<file path="config.mk">
export PLATFORM = sky130hd
export DESIGN_NAME = trig_cfg_bank
export DESIGN_NICKNAME = d
export VERILOG_FILES = /design/src/rtl/trig_cfg_pkg.sv /design/src/rtl/trig_cfg_ctrl.sv /design/src/rtl/trig_cfg_slot.sv /design/src/rtl/trig_cfg_rdmux.sv /design/src/rtl/trig_cfg_bank.sv
export SDC_FILE = /design/constraint.sdc
export NUM_CORES = 1
export LEC_CHECK = 0
export CAP_MARGIN = 30
export CORE_UTILIZATION = 51
export DETAILED_ROUTE_END_ITERATION = 10
export PLACE_DENSITY_LB_ADDON = 0.25
export REMOVE_ABC_BUFFERS = 1
export SLEW_MARGIN = 15
export SYNTH_ARGS = -nofsm -noshare
export SYNTH_HDL_FRONTEND = slang
export SYNTH_HIERARCHICAL = 1
export SYNTH_SLANG_ARGS = --single-unit
</file>
<file path="constraint.sdc">
create_clock -name clk -period 4.9 [get_ports clk]
set_input_delay 0.735 -clock clk [delete_from_list [all_inputs] [get_ports clk]]
set_output_delay 0.735 -clock clk [all_outputs]
set_load 0.01 [all_outputs]
</file>
<file path="src/rtl/trig_cfg_pkg.sv">
package trig_cfg_pkg;
  localparam int DW    = 8;
  localparam int NTRIG = 3;

  // layout of the control byte; bit positions are decoded by software
  typedef struct packed {
    logic             pwr;
    logic             srst;
    logic [NTRIG-1:0] mask;
    logic [NTRIG-1:0] trig;
  } ctrl_byte_t;
endpackage

</file>
<file path="src/rtl/trig_cfg_ctrl.sv">
module trig_cfg_ctrl
  import trig_cfg_pkg::*;
(
  input  logic             clk,
  input  logic             rst,
  input  logic             wr_ctrl,
  input  logic [DW-1:0]    wdata,
  output logic             lowpwr_o,
  output logic [NTRIG-1:0] mask_o,
  output logic [NTRIG-1:0] fire_o,
  output logic             clear_o
);
  ctrl_byte_t wb;
  assign wb = ctrl_byte_t'(wdata);

  // software reset rides on the same edge as the write
  assign clear_o = rst | (wr_ctrl & wb.srst);
  // incoming mask gates incoming triggers: mask first, then trigger
  assign fire_o  = (wr_ctrl && !wb.srst) ? (wb.trig & ~wb.mask) : '0;

  always_ff @(posedge clk) begin
    if (clear_o) begin
      lowpwr_o <= 1'b1;
      mask_o   <= '0;
    end else if (wr_ctrl) begin
      lowpwr_o <= wb.pwr;
      mask_o   <= wb.mask;
    end
  end


  srst_default_chk: assert property (@(posedge clk) disable iff (rst)
    (wr_ctrl && wdata[6]) |=> (lowpwr_o && mask_o == '0));


  pwr_follow_chk: assert property (@(posedge clk) disable iff (rst)
    (wr_ctrl && !wdata[6]) |=> (lowpwr_o == $past(wdata[7])));
endmodule

</file>
<file path="src/rtl/trig_cfg_slot.sv">
module trig_cfg_slot
  import trig_cfg_pkg::*;
#(
  parameter logic [NTRIG-1:0] MAP = 3'b001
) (
  input  logic             clk,
  input  logic             rst,
  input  logic             clear,
  input  logic             wr_hit,
  input  logic [DW-1:0]    wdata,
  input  logic [NTRIG-1:0] mask,
  input  logic [NTRIG-1:0] fire,
  output logic [DW-1:0]    live
);
  logic [DW-1:0] shadow;
  logic          direct;
  logic          commit;

  assign direct = ((MAP & ~mask) == '0);
  assign commit = |(fire & MAP);

  always_ff @(posedge clk) begin
    if (clear) begin
      shadow <= '0;
      live   <= '0;
    end else begin
      if (wr_hit) begin
        if (direct) live   <= wdata;
        else        shadow <= wdata;
      end
      if (commit) live <= shadow;
    end
  end


  direct_wr_chk: assert property (@(posedge clk) disable iff (rst)
    (!clear && wr_hit && direct) |=> (live == $past(wdata)));


  shadow_hold_chk: assert property (@(posedge clk) disable iff (rst)
    (!clear && wr_hit && !direct && !commit) |=> $stable(live));


  commit_chk: assert property (@(posedge clk) disable iff (rst)
    (!clear && commit) |=> (live == $past(shadow)));


  clear_chk: assert property (@(posedge clk) disable iff (rst)
    clear |=> (live == '0 && shadow == '0));
endmodule

</file>
<file path="src/rtl/trig_cfg_rdmux.sv">
module trig_cfg_rdmux
  import trig_cfg_pkg::*;
#(
  parameter int          NCFG      = 3,
  parameter logic [7:0]  CFG_BASE  = 8'h00,
  parameter logic [7:0]  CTRL_ADDR = 8'h1C,
  parameter logic [7:0]  PID_ADDR  = 8'h1D,
  parameter logic [7:0]  MID_ADDR  = 8'h1E,
  parameter logic [DW-1:0] PID_VAL = 8'h4C,
  parameter logic [DW-1:0] MID_VAL = 8'hC6
) (
  input  logic               clk,
  input  logic               rst,
  input  logic               rd_en,
  input  logic [7:0]         addr,
  input  logic [DW-1:0]      ctrl_view,
  input  logic [NCFG*DW-1:0] live_flat,
  output logic [DW-1:0]      rdata
);
  logic [DW-1:0] sel;
  logic          hit;

  always_comb begin
    sel = '0;
    hit = 1'b1;
    if (addr == CTRL_ADDR)     sel = ctrl_view;
    else if (addr == PID_ADDR) sel = PID_VAL;
    else if (addr == MID_ADDR) sel = MID_VAL;
    else begin
      hit = 1'b0;
      for (int i = 0; i < NCFG; i++) begin
        if (addr == 8'(int'(CFG_BASE) + i)) begin
          sel = live_flat[i*DW +: DW];
          hit = 1'b1;
        end
      end
    end
  end

  always_ff @(posedge clk) begin
    if (rst)        rdata <= '0;
    else if (rd_en) rdata <= sel;
  end


  unmapped_zero_chk: assert property (@(posedge clk) disable iff (rst)
    (rd_en && !hit) |=> (rdata == '0));


  pid_const_chk: assert property (@(posedge clk) disable iff (rst)
    (rd_en && addr == PID_ADDR) |=> (rdata == PID_VAL));
endmodule

</file>
<file path="src/rtl/trig_cfg_bank.sv">
module trig_cfg_bank
  import trig_cfg_pkg::*;
#(
  parameter int            NCFG      = 3,
  parameter logic [7:0]    CFG_BASE  = 8'h00,
  parameter logic [7:0]    CTRL_ADDR = 8'h1C,
  parameter logic [7:0]    PID_ADDR  = 8'h1D,
  parameter logic [7:0]    MID_ADDR  = 8'h1E,
  parameter logic [DW-1:0] PID_VAL   = 8'h4C,
  parameter logic [DW-1:0] MID_VAL   = 8'hC6,
  // trigger association per register, register i at bits [i*NTRIG +: NTRIG]
  parameter logic [NCFG*NTRIG-1:0] TRIG_MAP = 9'b110_010_001
) (
  input  logic               clk,
  input  logic               rst,
  input  logic               wr_en,
  input  logic               rd_en,
  input  logic [7:0]         addr,
  input  logic [DW-1:0]      wdata,
  output logic [DW-1:0]      rdata,
  output logic               lowpwr_o,
  output logic [NCFG*DW-1:0] cfg_o
);
  logic             wr_ctrl;
  logic [NTRIG-1:0] mask;
  logic [NTRIG-1:0] fire;
  logic             clear;
  logic [DW-1:0]    ctrl_view;
  ctrl_byte_t       view_s;

  assign wr_ctrl = wr_en && (addr == CTRL_ADDR);

  trig_cfg_ctrl u_ctrl (
    .clk      (clk),
    .rst      (rst),
    .wr_ctrl  (wr_ctrl),
    .wdata    (wdata),
    .lowpwr_o (lowpwr_o),
    .mask_o   (mask),
    .fire_o   (fire),
    .clear_o  (clear)
  );

  genvar g;
  generate
    for (g = 0; g < NCFG; g++) begin : g_slot
      logic hit_w;
      assign hit_w = wr_en && (addr == 8'(int'(CFG_BASE) + g));
      trig_cfg_slot #(.MAP(TRIG_MAP[g*NTRIG +: NTRIG])) u_slot (
        .clk    (clk),
        .rst    (rst),
        .clear  (clear),
        .wr_hit (hit_w),
        .wdata  (wdata),
        .mask   (mask),
        .fire   (fire),
        .live   (cfg_o[g*DW +: DW])
      );
    end
  endgenerate

  always_comb begin
    view_s      = '0;
    view_s.pwr  = lowpwr_o;
    view_s.mask = mask;
  end
  assign ctrl_view = DW'(view_s);

  trig_cfg_rdmux #(
    .NCFG(NCFG), .CFG_BASE(CFG_BASE), .CTRL_ADDR(CTRL_ADDR),
    .PID_ADDR(PID_ADDR), .MID_ADDR(MID_ADDR),
    .PID_VAL(PID_VAL), .MID_VAL(MID_VAL)
  ) u_rdmux (
    .clk       (clk),
    .rst       (rst),
    .rd_en     (rd_en),
    .addr      (addr),
    .ctrl_view (ctrl_view),
    .live_flat (cfg_o),
    .rdata     (rdata)
  );


  stray_wr_chk: assert property (@(posedge clk) disable iff (rst)
    (wr_en && addr != CTRL_ADDR && addr >= 8'(int'(CFG_BASE) + NCFG))
      |=> ($stable(cfg_o) && $stable(lowpwr_o)));
endmodule

</file>
# After elaboration in Yosys (flattened, before gate mapping)
# Index checks and enable logic that the tools add are counted.
# totals
reg_bits	60
inputBits	20
output_inout_bits	33
elab_cells	61
# op_classes
eq_ne	5
mux	16
bitwise_logic	8
n_reduce_logical	23
# ops
operator	count
$mux W8	15
$eq A8 B5 Y1 const B	3
$reduce_and A2 Y1	6
$reduce_bool A2 Y1	6
$logic_not A3 Y1	3
$eq A8 B1 Y1 const B	1
$eq A8 B2 Y1 const B	1
$logic_not A8 Y1	1
$not A3 Y3	2
$logic_and A1 B1 Y1	5
$and A3 B3 Y3	1
$mux W3	1
$not A1 Y1	3
$reduce_or A2 Y1	1
$and A1 B1 Y1	1
$logic_not A1 Y1	1
$or A1 B1 Y1	1

# Longest topological paths before layout
# Gate-level depths: netlist of run 1.
# logic_depth
word_depth	7
depth_mapped	9
mapped_depth_nobuf	7

# By module
# The synthesis of run 1 kept the hierarchy.
# by_module_without_submodules
mod	instances	cells_each	area_per_inst_um2	seq_area_each_um2
trig_cfg_slot (g_slot[0].u_slot ...)	2	72	748.2	320.3
trig_cfg_slot (g_slot[2].u_slot)	1	82	653.1	320.3
trig_cfg_rdmux	1	76	649.4	160.2
trig_cfg_ctrl	1	22	203.9	80.1
trig_cfg_bank	1	9	68.8	0.0

# Worst setup path before layout of run 1
# No wires, ideal clock.
# synth_timing
kind	input -> register
startpoint	input port addr[5]
endpoint	register g_slot[1].u_slot.live[5]
setup_ps	103
t_arrival_ps	2983
t_required_ps	4797
setup_slack_ps	1814
path_stages	8
path_buffers	2
path_cell_list	or4b_4 > nor3_1 > buf_6 > nand2b_2 > nor3b_1 > buf_4 > nor3_1 > a2111oi_2
# synth_between
elab_chain_cells	6
word_cells_on_any_way	12
cone_classes	eq/ne: 2; mux: 2; bitwise: 2; reduce/logical: 6
# synth_rtl
item	line	text
start: declaration	trig_cfg_bank.sv:18	input logic [7:0] addr,
$eq A8 B5 Y1 *	trig_cfg_bank.sv:31	assign wr_ctrl = wr_en && (addr == CTRL_ADDR);
$logic_and A1 B1 Y1 *	trig_cfg_bank.sv:31	
via wr_ctrl	trig_cfg_bank.sv:24	logic wr_ctrl;
$logic_and A1 B1 Y1 *	trig_cfg_ctrl.sv:19	assign fire_o = (wr_ctrl && !wb.srst) ? (wb.trig & ~wb.mask) : '0;
$mux W3 *	trig_cfg_ctrl.sv:19	
via fire[1]	trig_cfg_bank.sv:26	logic [NTRIG-1:0] fire;
$reduce_bool A2 Y1 (no source line)	-	
$reduce_and A2 Y1 (no source line)	-	
end signal: assignment	trig_cfg_slot.sv:28	if (direct) live <= wdata;
end signal: assignment	trig_cfg_slot.sv:31	if (commit) live <= shadow;
end: declaration	trig_cfg_slot.sv:13	output logic [DW-1:0] live
# The timed path passes the listed nets; every way through them passes the cells marked *.
# A chain may end at the register's enable or synchronous reset.

# Worst setup path after layout of run 1
# layout_timing
startpoint	input port addr[5]
endpoint	register g_slot[1].u_slot.shadow[4]
# layout_between
word_cells_on_any_way	7
cone_classes	eq/ne: 2; bitwise: 2; reduce/logical: 3
# layout_lines
item	line	text
$eq A8 B1 Y1	trig_cfg_bank.sv:48	assign hit_w = wr_en && (addr == 8'(int'(CFG_BASE) + g));
$logic_and A1 B1 Y1	trig_cfg_bank.sv:48	
via g_slot[1].hit_w	trig_cfg_bank.sv:47	logic hit_w;
$reduce_and A2 Y1 (no source line)	-	
end signal: assignment	trig_cfg_slot.sv:29	else shadow <= wdata;
end: declaration	trig_cfg_slot.sv:15	logic [DW-1:0] shadow;
# The timed path passes the listed nets, and every way through them passes these cells.

==> results.toml, run 1 <==
[status]
status = "complete, no violations"

[worst_setup_path]
start_kind = "primary input"
end_kind = "register"
crit_path_max_incr_delay_ps = 820
crit_type = "primary input to register"
crit_path_cell_trace = "clkdlybuf4s50_1 -> or4b_4 -> nor4b_2 -> nor2b_4 -> mux2i_1 -> nor2_1"
required_ps = 5120
cp_slowest_cell = "nor4b_2"
cp.arrival_ps = 3430
crit_fanout = 10

[yosys]
synth-edff-count = 0
synth_cells = 333
synth_area_sq_um = 3070
ys.flop_type = "dfxtp_1"
ys_types = 51
yosysSeqAreaShare_pct = 39.1
postSynthAreaPerCell_sq_um = 9.22
yosys_warnings = 6
synth-seq-cells = 60
async_reset_ff_share_pct = 0

[place]
dp_hpwl_microns = 5430
gp_congestion = 0.797
pre_cts_slack_ps = 1360
place_area_sq_um = 3590
port-buffer-count = 52
placedCellCount = 443

[clock_tree]
cts_buffers = 9
clk_latency_ps = 340
cts.clk_slew.worst_paths_ps = 60
cts.sinks = 60
clk_path_buf_depth = 2
root_buffer = "clkbuf_8"
cts_resized = 0
htree_levels = 3
post_cts_buffers = 0
cts_tree = "built"
hold_buffers = 0

[final_layout]
fin_nets = 402
fin_area_sq_um = 3760
regArea_sq_um = 1200
final_util_pct = 66.6
fin_cells = 458
multi_input_area_sq_um = 1650
fillers = 482
drive_above_1_share_pct = 13.5
areaGrowthSynthToFinish_pct = 22.3
diodes = 0

[timing]
setup_tns_ps = 0
slew_headroom_pct = 38.2
hold_violations = 0
setup_viol = 0
tightest_slew_ps = 925
fmax_ghz = 0.312
rsz0062_at_grt = "no"
setup_slack_ps = 1690
finalClockSkew_ps = 8.40
finalCritPeriodShare_pct = 65.5
min_period_ps = 3210
holdWs_ps = 455
finalMaxSlewViolations = 0

[global_route]
grtUsageTotal_pct = 26.9
grt_max_degree = 31
antenna_found_initial = 0
overflow = 0
grt_pass1_wl_microns = 12700
grt_pass1_vias = 2498

[floorplanning]
ios = 53
dieArea_sq_um = 6340
fp.coreArea_sq_um = 5640
die_h_microns = 79.6
rows = 27
initial_core_util_pct = 54.4
die_x_microns = 79.6

[detailed_routing]
vias_per_cell = 5.93
drtAntennaViolNets = 0
first_pass_iters = 4
route.detailed.drc = 0
totalWireLength_microns = 7800
wire_per_inst_microns = 17.0
vias = 2717
drt-initial-drc-count = 230

[pwr]
total_leakage_power_nw = 1.15
power.total_mw = 0.954
p_per_area_nw_per_um2 = 254
ir_drop_mv = 0.173

[flow_run]
drv_cap = 0

[hold_path]
hold_class = "register to register"
==> area by class of cell <==
class	instances	share of cell area, %
inverters	20	2.00
well taps	72	2.40
flip-flops and latches	60	32.0
clock buffers	13	4.23
clock inverters	2	0.266
multi-input cells	232	43.9
repair buffers	59	15.3
==> kinds of logic after synthesis <==
group                  Yosys count  synth area share (%)
AND/OR/NAND/NOR                123                  20.9
AO/OA/AOI/OAI                   82                  24.4
flip-flops                      60                  39.1
buffers and inverters           44                  7.94
multiplexers                    23                  7.49
other                            1                 0.122
==> cells in the final DEF, fill, tap and decap left out, types with 2 or more instances in the layout <==
cell type        Yosys  routed
dfxtp_1             60      60
clkdlybuf4s50_1      0      52
nand2_1             39      39
nor2_1              35      35
mux2i_1             23      23
inv_1               20      20
a211oi_1            19      19
nor3_1              18      18
a2111oi_2           16      16
clkbuf_8             0      11
a21oi_1             11      11
a311oi_1            10      10
buf_4                7       7
conb_1               1       4
nand4b_1             3       3
o32ai_1              3       3
o2bb2ai_1            3       3
a22oi_1              3       3
or3_1                2       2
nor4_1               2       2
clkbuf_1             3       2
clkinv_2             0       2
nor2b_4              2       2
nand3_1              2       2
and3_1               2       2
nor3b_2              0       2
o32a_1               2       2
a2bb2oi_1            2       2
nor2b_1              2       2
o21ai_0              2       2
o211ai_1             2       2
o221ai_1             2       2
a32o_1               2       2
==> where the power goes <==
| part | internal, mW | switching, mW |
|---|---|---|
| clock network | 0.207 | 0.184 |
| logic | 0.0296 | 0.0417 |
| registers | 0.491 | 0.00148 |
| total | 0.727 | 0.227 |
==> metal layers <==
layer  global-route usage [%]  vias up  part of all wire [%]  wire length, microns
li1                         -     1320                     -                     -
met1                     35.2     1299                    46                  3560
met2                     42.6       84                    47                  3640
met3                     4.91       14                   5.8                   452
met4                     12.9        0                   1.9                   149
met5                        0        -                     0                     0
==> flip-flops by register name, summed over array words and instances (netlist names) <==
| signal | flops |
|---|---|
| u_ctrl/mask_o | 3 |
| g_slot.u_slot/shadow | 24 |
| u_rdmux/rdata | 8 |
| g_slot.u_slot/live | 24 |
| u_ctrl/lowpwr_o | 1 |
==> cell usage after synthesis (3+ instances only) <==
| cell type | number | area share, % |
|---|---|---|
| nand4b_1 | 3 | 0.86 |
| buf_6 | 6 | 2.2 |
| nor2_1 | 35 | 4.3 |
| a2111oi_2 | 16 | 7.8 |
| a21oi_1 | 11 | 1.8 |
| a211oi_1 | 19 | 4.6 |
| inv_1 | 20 | 2.4 |
| buf_2 | 6 | 0.98 |
| mux2i_1 | 23 | 7.5 |
| buf_4 | 7 | 1.7 |
| nand2_1 | 39 | 4.8 |
| a22oi_1 | 3 | 0.73 |
| dfxtp_1 | 60 | 39 |
| o32ai_1 | 3 | 0.86 |
| o2bb2ai_1 | 3 | 0.86 |
| a311oi_1 | 10 | 2.9 |
| nor3b_1 | 3 | 0.73 |
| clkbuf_1 | 3 | 0.37 |
| nor3_1 | 18 | 2.9 |
==> critical path, delay by kind of cell <==
kind          cells  cell delay [ps]
simple gates      4             1980
mux               1              240
buf+inv           1              480
==> worst paths after layout <==
path                                                 from                                      end  slack (ps)  cells past startpoint
setup reg to reg            u_ctrl/mask_o[1]$_SDFFE_PP0P_    g_slot[2].u_slot/live[6]$_SDFFE_PP0P_        3260                      3
hold / removal    g_slot[2].u_slot/shadow[6]$_SDFFE_PP0P_  g_slot[2].u_slot/shadow[6]$_SDFFE_PP0P_         450                      2
hold reg to reg   g_slot[2].u_slot/shadow[6]$_SDFFE_PP0P_  g_slot[2].u_slot/shadow[6]$_SDFFE_PP0P_         450                      2
setup / recovery                                  addr[5]  g_slot[1].u_slot/shadow[4]$_SDFFE_PP0P_        1690                      6
Note: power is estimated with default switching activity, not from simulation.
==> run 2: changes to the inputs <==
Clock period 4.9 ns to 3 ns, I/O delays scaled along.
==> run 2 against run 1 <==
  * Critical path depth is 2 higher
  * Worst setup slack worse by 1300 ps
  * Sequential power is 63% higher
  * Die area stayed put
  * Clock skew is 1.1 ps higher
  * First-iteration DRC count is 14% higher
  * Clock power is 62% higher
  * Register-to-register slack worse by 2000 ps
  * Global-route usage is 0.44 points higher
  * Sequential share of layout area is 0.65 points lower
  * Via count is 1.8% higher
  * Routed wire length is 2.5% higher
  * Critical endpoint is now g_slot[0].u_slot/live[4]$_SDFFE_PP0P_
  * Largest power group unchanged
==> results.toml, run 2 (synthesis results as in run 1) <==
[detailed_routing]
drt-initial-drc-count = 262
wire_per_inst_microns = 17.2
first_pass_iters = 5
vias_per_cell = 5.95
route.detailed.drc = 0
vias = 2767
drtAntennaViolNets = 0
totalWireLength_microns = 7990

[worst_setup_path]
crit_type = "primary input to register"
crit_fanout = 24
timing.rr.start = "u_ctrl/mask_o[1]$_SDFFE_PP0P_"
start_kind = "primary input"
crit_path_cell_trace = "clkdlybuf4s50_1 -> or4b_4 -> nor3_1 -> nand2b_2 -> nor3b_2 -> buf_12 -> a211oi_1 -> a2111oi_2"
required_ps = 3230
end_kind = "register"
cp_slowest_cell = "or4b_4"
r2r-end = "g_slot[2].u_slot/live[1]$_SDFFE_PP0P_"
cp.arrival_ps = 2860
r2r_slack_ps = 1290
reg2regPathDepth = 3
crit_path_max_incr_delay_ps = 580

[place]
placedCellCount = 450
gp_congestion = 0.798
port-buffer-count = 52
dp_hpwl_microns = 5610

[final_layout]
areaGrowthSynthToFinish_pct = 24.8
layout_commonest_cell = "dfxtp_1"
largestRegisters = "g_slot.u_slot/live (24), g_slot.u_slot/shadow (24), u_rdmux/rdata (8)"
regArea_sq_um = 1200
multi_input_area_sq_um = 1650
fin_nets = 409
fin_cells = 465
most-common-layout-cells = "dfxtp_1, clkdlybuf4s50_1, nand2_1, nor2_1, mux2i_1"
drive_above_1_share_pct = 15.0
fillers = 432
diodes = 0

[floorplanning]
dieArea_sq_um = 6340
die_h_microns = 79.6
ios = 53
rows = 27
fp.coreArea_sq_um = 5640
die_x_microns = 79.6
initial_core_util_pct = 54.4

[hold_path]
hold-path-endpoint = "g_slot[2].u_slot/shadow[5]$_SDFFE_PP0P_"
holdPathStages = 2
hold_class = "register to register"
hp-start = "g_slot[2].u_slot/shadow[5]$_SDFFE_PP0P_"

[clock_tree]
clk_path_buf_depth = 2
htree_levels = 3
cts.clk_slew.worst_paths_ps = 60
clk_latency_ps = 340
hold_buffers = 0
cts_tree = "built"
post_cts_buffers = 0
cts_resized = 0
cts_buffers = 9
root_buffer = "clkbuf_8"
cts.sinks = 60

[global_route]
grt_max_degree = 49
overflow = 0
grt_pass1_vias = 2581
grtUsageTotal_pct = 27.4
antenna_found_initial = 0
grt_pass1_wl_microns = 12900

[timing]
fmax_ghz = 0.380
hold_violations = 0
slew_headroom_pct = 55.2
tightest_slew_ps = 671
holdWs_ps = 464
finalClockSkew_ps = 9.52
min_period_ps = 2630
rsz0062_at_grt = "no"
setup_viol = 0
finalCritPeriodShare_pct = 87.7
setup_tns_ps = 0
finalMaxSlewViolations = 0

[flow_run]
drv_cap = 0

[pwr]
p_per_area_nw_per_um2 = 408
total_leakage_power_nw = 1.20
power.total_mw = 1.56
ir_drop_mv = 0.256

[status]
status = "complete, no violations"
==> run 2: cell count changes in the layout (fill, tap and decap cells not counted) <==
| cell | delta |
|---|---|
| buf_4 | +5 |
| buf_12 | +2 |
==> run 2: critical path, delay by kind of cell <==
family,cells,cell delay (ps)
buffers and inverters,2,670
AOI/OAI and AO/OA,2,380
and+or+nand+nor,4,1340
==> run 2: worst max-delay path by stage <==
stage,startpoint,endpoint,slack [ps],cells after the start
3_3_place_gp,addr[7],g_slot[1].u_slot/live[5]$_SDFFE_PP0P_,150,8
4_1_cts,addr[7],g_slot[0].u_slot/live[4]$_SDFFE_PP0P_,390,8
5_1_grt,addr[7],g_slot[1].u_slot/live[3]$_SDFFE_PP0P_,140,8
3_5_place_dp,addr[7],g_slot[1].u_slot/live[3]$_SDFFE_PP0P_,60,8
6_report,addr[7],g_slot[0].u_slot/live[4]$_SDFFE_PP0P_,370,8
2_1_floorplan,addr[5],g_slot[2].u_slot/live[6]$_SDFFE_PP0P_,-1380,6
==> run 2: power breakdown <==
part | leakage [nW] | switching [mW] | internal (mW) | total (mW)
sequential | 0.484 | 0.00242 | 0.801 | 0.804
combinational | 0.623 | 0.0694 | 0.0542 | 0.124
clock | 0.0893 | 0.297 | 0.338 | 0.635
total | 1.20 | 0.369 | 1.19 | 1.56
==> run 2: area by class of cell <==
type | count | share of cell area [%]
Inverter | 20 | 1.96
Clock inverter | 2 | 0.261
Clock buffer | 13 | 4.14
Timing Repair Buffer | 66 | 17.0
Sequential cell | 60 | 31.3
Multi-Input combinational cell | 232 | 43.0
Tap cell | 72 | 2.35
==> run 2: metal layers <==
| layer | GRT usage [%] | vias up | wire length (microns) |
|---|---|---|---|
| li1 | - | 1330 | - |
| met1 | 33.9 | 1302 | 3440 |
| met2 | 44.1 | 115 | 3730 |
| met3 | 6.74 | 20 | 615 |
| met4 | 13.5 | 0 | 208 |
| met5 | 0 | - | 0 |
==> run 2: stage by stage <==
| step | area (sq um) | worst slack [ps] | util, % |
|---|---|---|---|
| after global placement | 3660 | 145 | 65.0 |
| after CTS | 3830 | 390 | 68.0 |
| after floorplan | 2910 | -1380 | - |
| final | 3830 | 369 | 68.0 |
| after detailed placement | 3660 | 61.8 | 65.0 |
| after global routing | 3830 | 138 | 68.0 |
==> run 3: changes to the inputs <==
Settings changed: CORE_UTILIZATION 51 to 53, SKIP_LAST_GASP from default to 1.
==> run 3 against run 2 <==
  * Clock-buffer cell count shrank 1
  * Die area shrank 3.7%
  * Total power grew 6.3%
  * Critical endpoint is now g_slot[1].u_slot/live[2]$_SDFFE_PP0P_
  * Cell count shrank 0.22%
  * First-iteration DRC count shrank 19%
  * Utilization grew 1.4 points
  * Global-route usage grew 0.65 points
  * Sequential power is essentially flat
==> results.toml, run 3 (synthesis results as in run 1) <==
[pwr]
p_switching_mw = 0.383
seqPwrFrac_pct = 48.4
p_int_mw = 1.28
sw_frac_of_total_pct = 23.1
ir_drop_mv = 0.350
p_per_area_nw_per_um2 = 433
power.total_mw = 1.66
total_leakage_power_nw = 1.20
power_frac_clock_pct = 44.4
p_comb_share_pct = 7.2

[clock_tree]
clk_latency_ps = 350
cts_tree = "built"
cts_buffers = 9
htree_levels = 3
cts_resized = 0
post_cts_buffers = 0
clk_path_buf_depth = 2
cts.clk_slew.worst_paths_ps = 60
root_buffer = "clkbuf_8"
cts.sinks = 60
hold_buffers = 0

[status]
status = "complete, no violations"

[place]
port-buffer-count = 52
gp_congestion = 0.830
dp_hpwl_microns = 5390

[floorplanning]
dieArea_sq_um = 6100
ios = 53
rows = 27
die_h_microns = 78.1
fp.coreArea_sq_um = 5540
die_x_microns = 78.1
initial_core_util_pct = 55.4

[detailed_routing]
drtAntennaViolNets = 0
first_pass_iters = 4
drt-initial-drc-count = 212
totalWireLength_microns = 7750
vias_per_cell = 5.89
route.detailed.drc = 0
wire_per_inst_microns = 16.7
vias = 2731

[worst_setup_path]
crit_family = "simple AND/OR/NAND/NOR gates"
cp-startpoint = "addr[5]"
crit_buf_inv = 2
crit_type = "primary input to register"
cp_slowest_cell = "or4b_4"
crit_fanout = 15
r2r_slack_ps = 1300
r2r-end = "g_slot[2].u_slot/live[1]$_SDFFE_PP0P_"
crit_path_max_incr_delay_ps = 600
end_kind = "register"
crit_path_cell_trace = "clkdlybuf4s50_1 -> or4b_4 -> nor3_1 -> nand2b_2 -> nor3b_2 -> buf_4 -> a211oi_1 -> a2111oi_2"
cp.arrival_ps = 2830
required_ps = 3240
crit_cells = 8
crit_end = "g_slot[1].u_slot/live[2]$_SDFFE_PP0P_"
reg2regPathDepth = 3
timing.rr.start = "u_ctrl/mask_o[1]$_SDFFE_PP0P_"
start_kind = "primary input"

[global_route]
antenna_found_initial = 0
grt_pass1_vias = 2526
overflow = 0
grt_max_degree = 27
grt_pass1_wl_microns = 12900
grtUsageTotal_pct = 28.0

[timing]
finalClockSkew_ps = 7.17
fmax_ghz = 0.386
tightest_slew_ps = 701
finalMaxSlewViolations = 0
min_period_ps = 2590
setup_tns_ps = 0
finalCritPeriodShare_pct = 86.3
slew_headroom_pct = 53.2
hold_violations = 0
setup_viol = 0
rsz0062_at_grt = "no"

[final_layout]
largestRegisters = "g_slot.u_slot/live (24), g_slot.u_slot/shadow (24), u_rdmux/rdata (8)"
final_util_pct = 69.3
diodes = 0
most-common-layout-cells = "dfxtp_1, clkdlybuf4s50_1, nand2_1, nor2_1, mux2i_1"
areaGrowthSynthToFinish_pct = 25.0
fin_nets = 407
layout_commonest_cell = "dfxtp_1"
drive_above_1_share_pct = 15.1
fillers = 449

[hold_path]
hold_class = "register to register"

[flow_run]
drv_cap = 0
run 3: cell types whose count changed in the layout (fill, tap and decap cells not counted):
cell        previous run  this run
bufinv_16              0         1
buf_12                 2         1
clkinvlp_4             0         1
buf_4                 12        11
clkbuf_1               2         1
run 3: worst min-delay path: stages (launching register included):
cell and delay, ps:
dfxtp_1 310, nand2_1 50, a21oi_1 50
run 3: power by group through the flow:
stage	registers, mW	logic (mW)	clock network, mW
after global routing	0.803	0.130	0.782
after CTS	0.803	0.120	0.748
after global placement	0.821	0.118	0
after floorplan	0.823	0.0360	0
final	0.803	0.120	0.737
after detailed placement	0.821	0.119	0
run 3: routing by layer:
metal / track usage (%) / vias up / share of wire [%]
li1: - / 1333 / -
met5: 0 / - / 0
met3: 6.40 / 10 / 7.3
met4: 12.0 / 0 / 1.5
met2: 43.2 / 95 / 46
met1: 37.5 / 1293 / 45
run 3: through the flow:
stage	hold slack (ps)	area (sq um)	worst slack [ps]	cells
floorplan	437	2910	-1380	312
global placement	442	3640	137	448
detailed placement	447	3640	56.9	448
CTS	456	3840	415	464
global route	469	3840	207	464
finish	453	3840	411	464
run 3: worst min path at each step:
stage / start / to / slack, ps / cells past startpoint
2_1_floorplan: g_slot[2].u_slot/shadow[0]$_SDFFE_PP0P_ / g_slot[2].u_slot/shadow[0]$_SDFFE_PP0P_ / 440 / 2
3_3_place_gp: g_slot[2].u_slot/shadow[5]$_SDFFE_PP0P_ / g_slot[2].u_slot/shadow[5]$_SDFFE_PP0P_ / 440 / 2
3_5_place_dp: g_slot[2].u_slot/shadow[3]$_SDFFE_PP0P_ / g_slot[2].u_slot/shadow[3]$_SDFFE_PP0P_ / 450 / 2
4_1_cts: g_slot[2].u_slot/shadow[3]$_SDFFE_PP0P_ / g_slot[2].u_slot/shadow[3]$_SDFFE_PP0P_ / 460 / 2
5_1_grt: g_slot[2].u_slot/shadow[2]$_SDFFE_PP0P_ / g_slot[2].u_slot/shadow[2]$_SDFFE_PP0P_ / 470 / 2
6_report: g_slot[2].u_slot/shadow[3]$_SDFFE_PP0P_ / g_slot[2].u_slot/shadow[3]$_SDFFE_PP0P_ / 450 / 2
run 3: layout make-up:
| type | instances | area (sq um) | area share (%) |
|---|---|---|---|
| clock inverters | 4 | 47.5 | 1.24 |
| multi-input cells | 232 | 1650 | 42.9 |
| flip-flops and latches | 60 | 1200 | 31.3 |
| inverters | 20 | 75.1 | 1.96 |
| well taps | 72 | 90.1 | 2.35 |
| clock buffers | 12 | 155 | 4.04 |
| repair buffers | 64 | 623 | 16.2 |
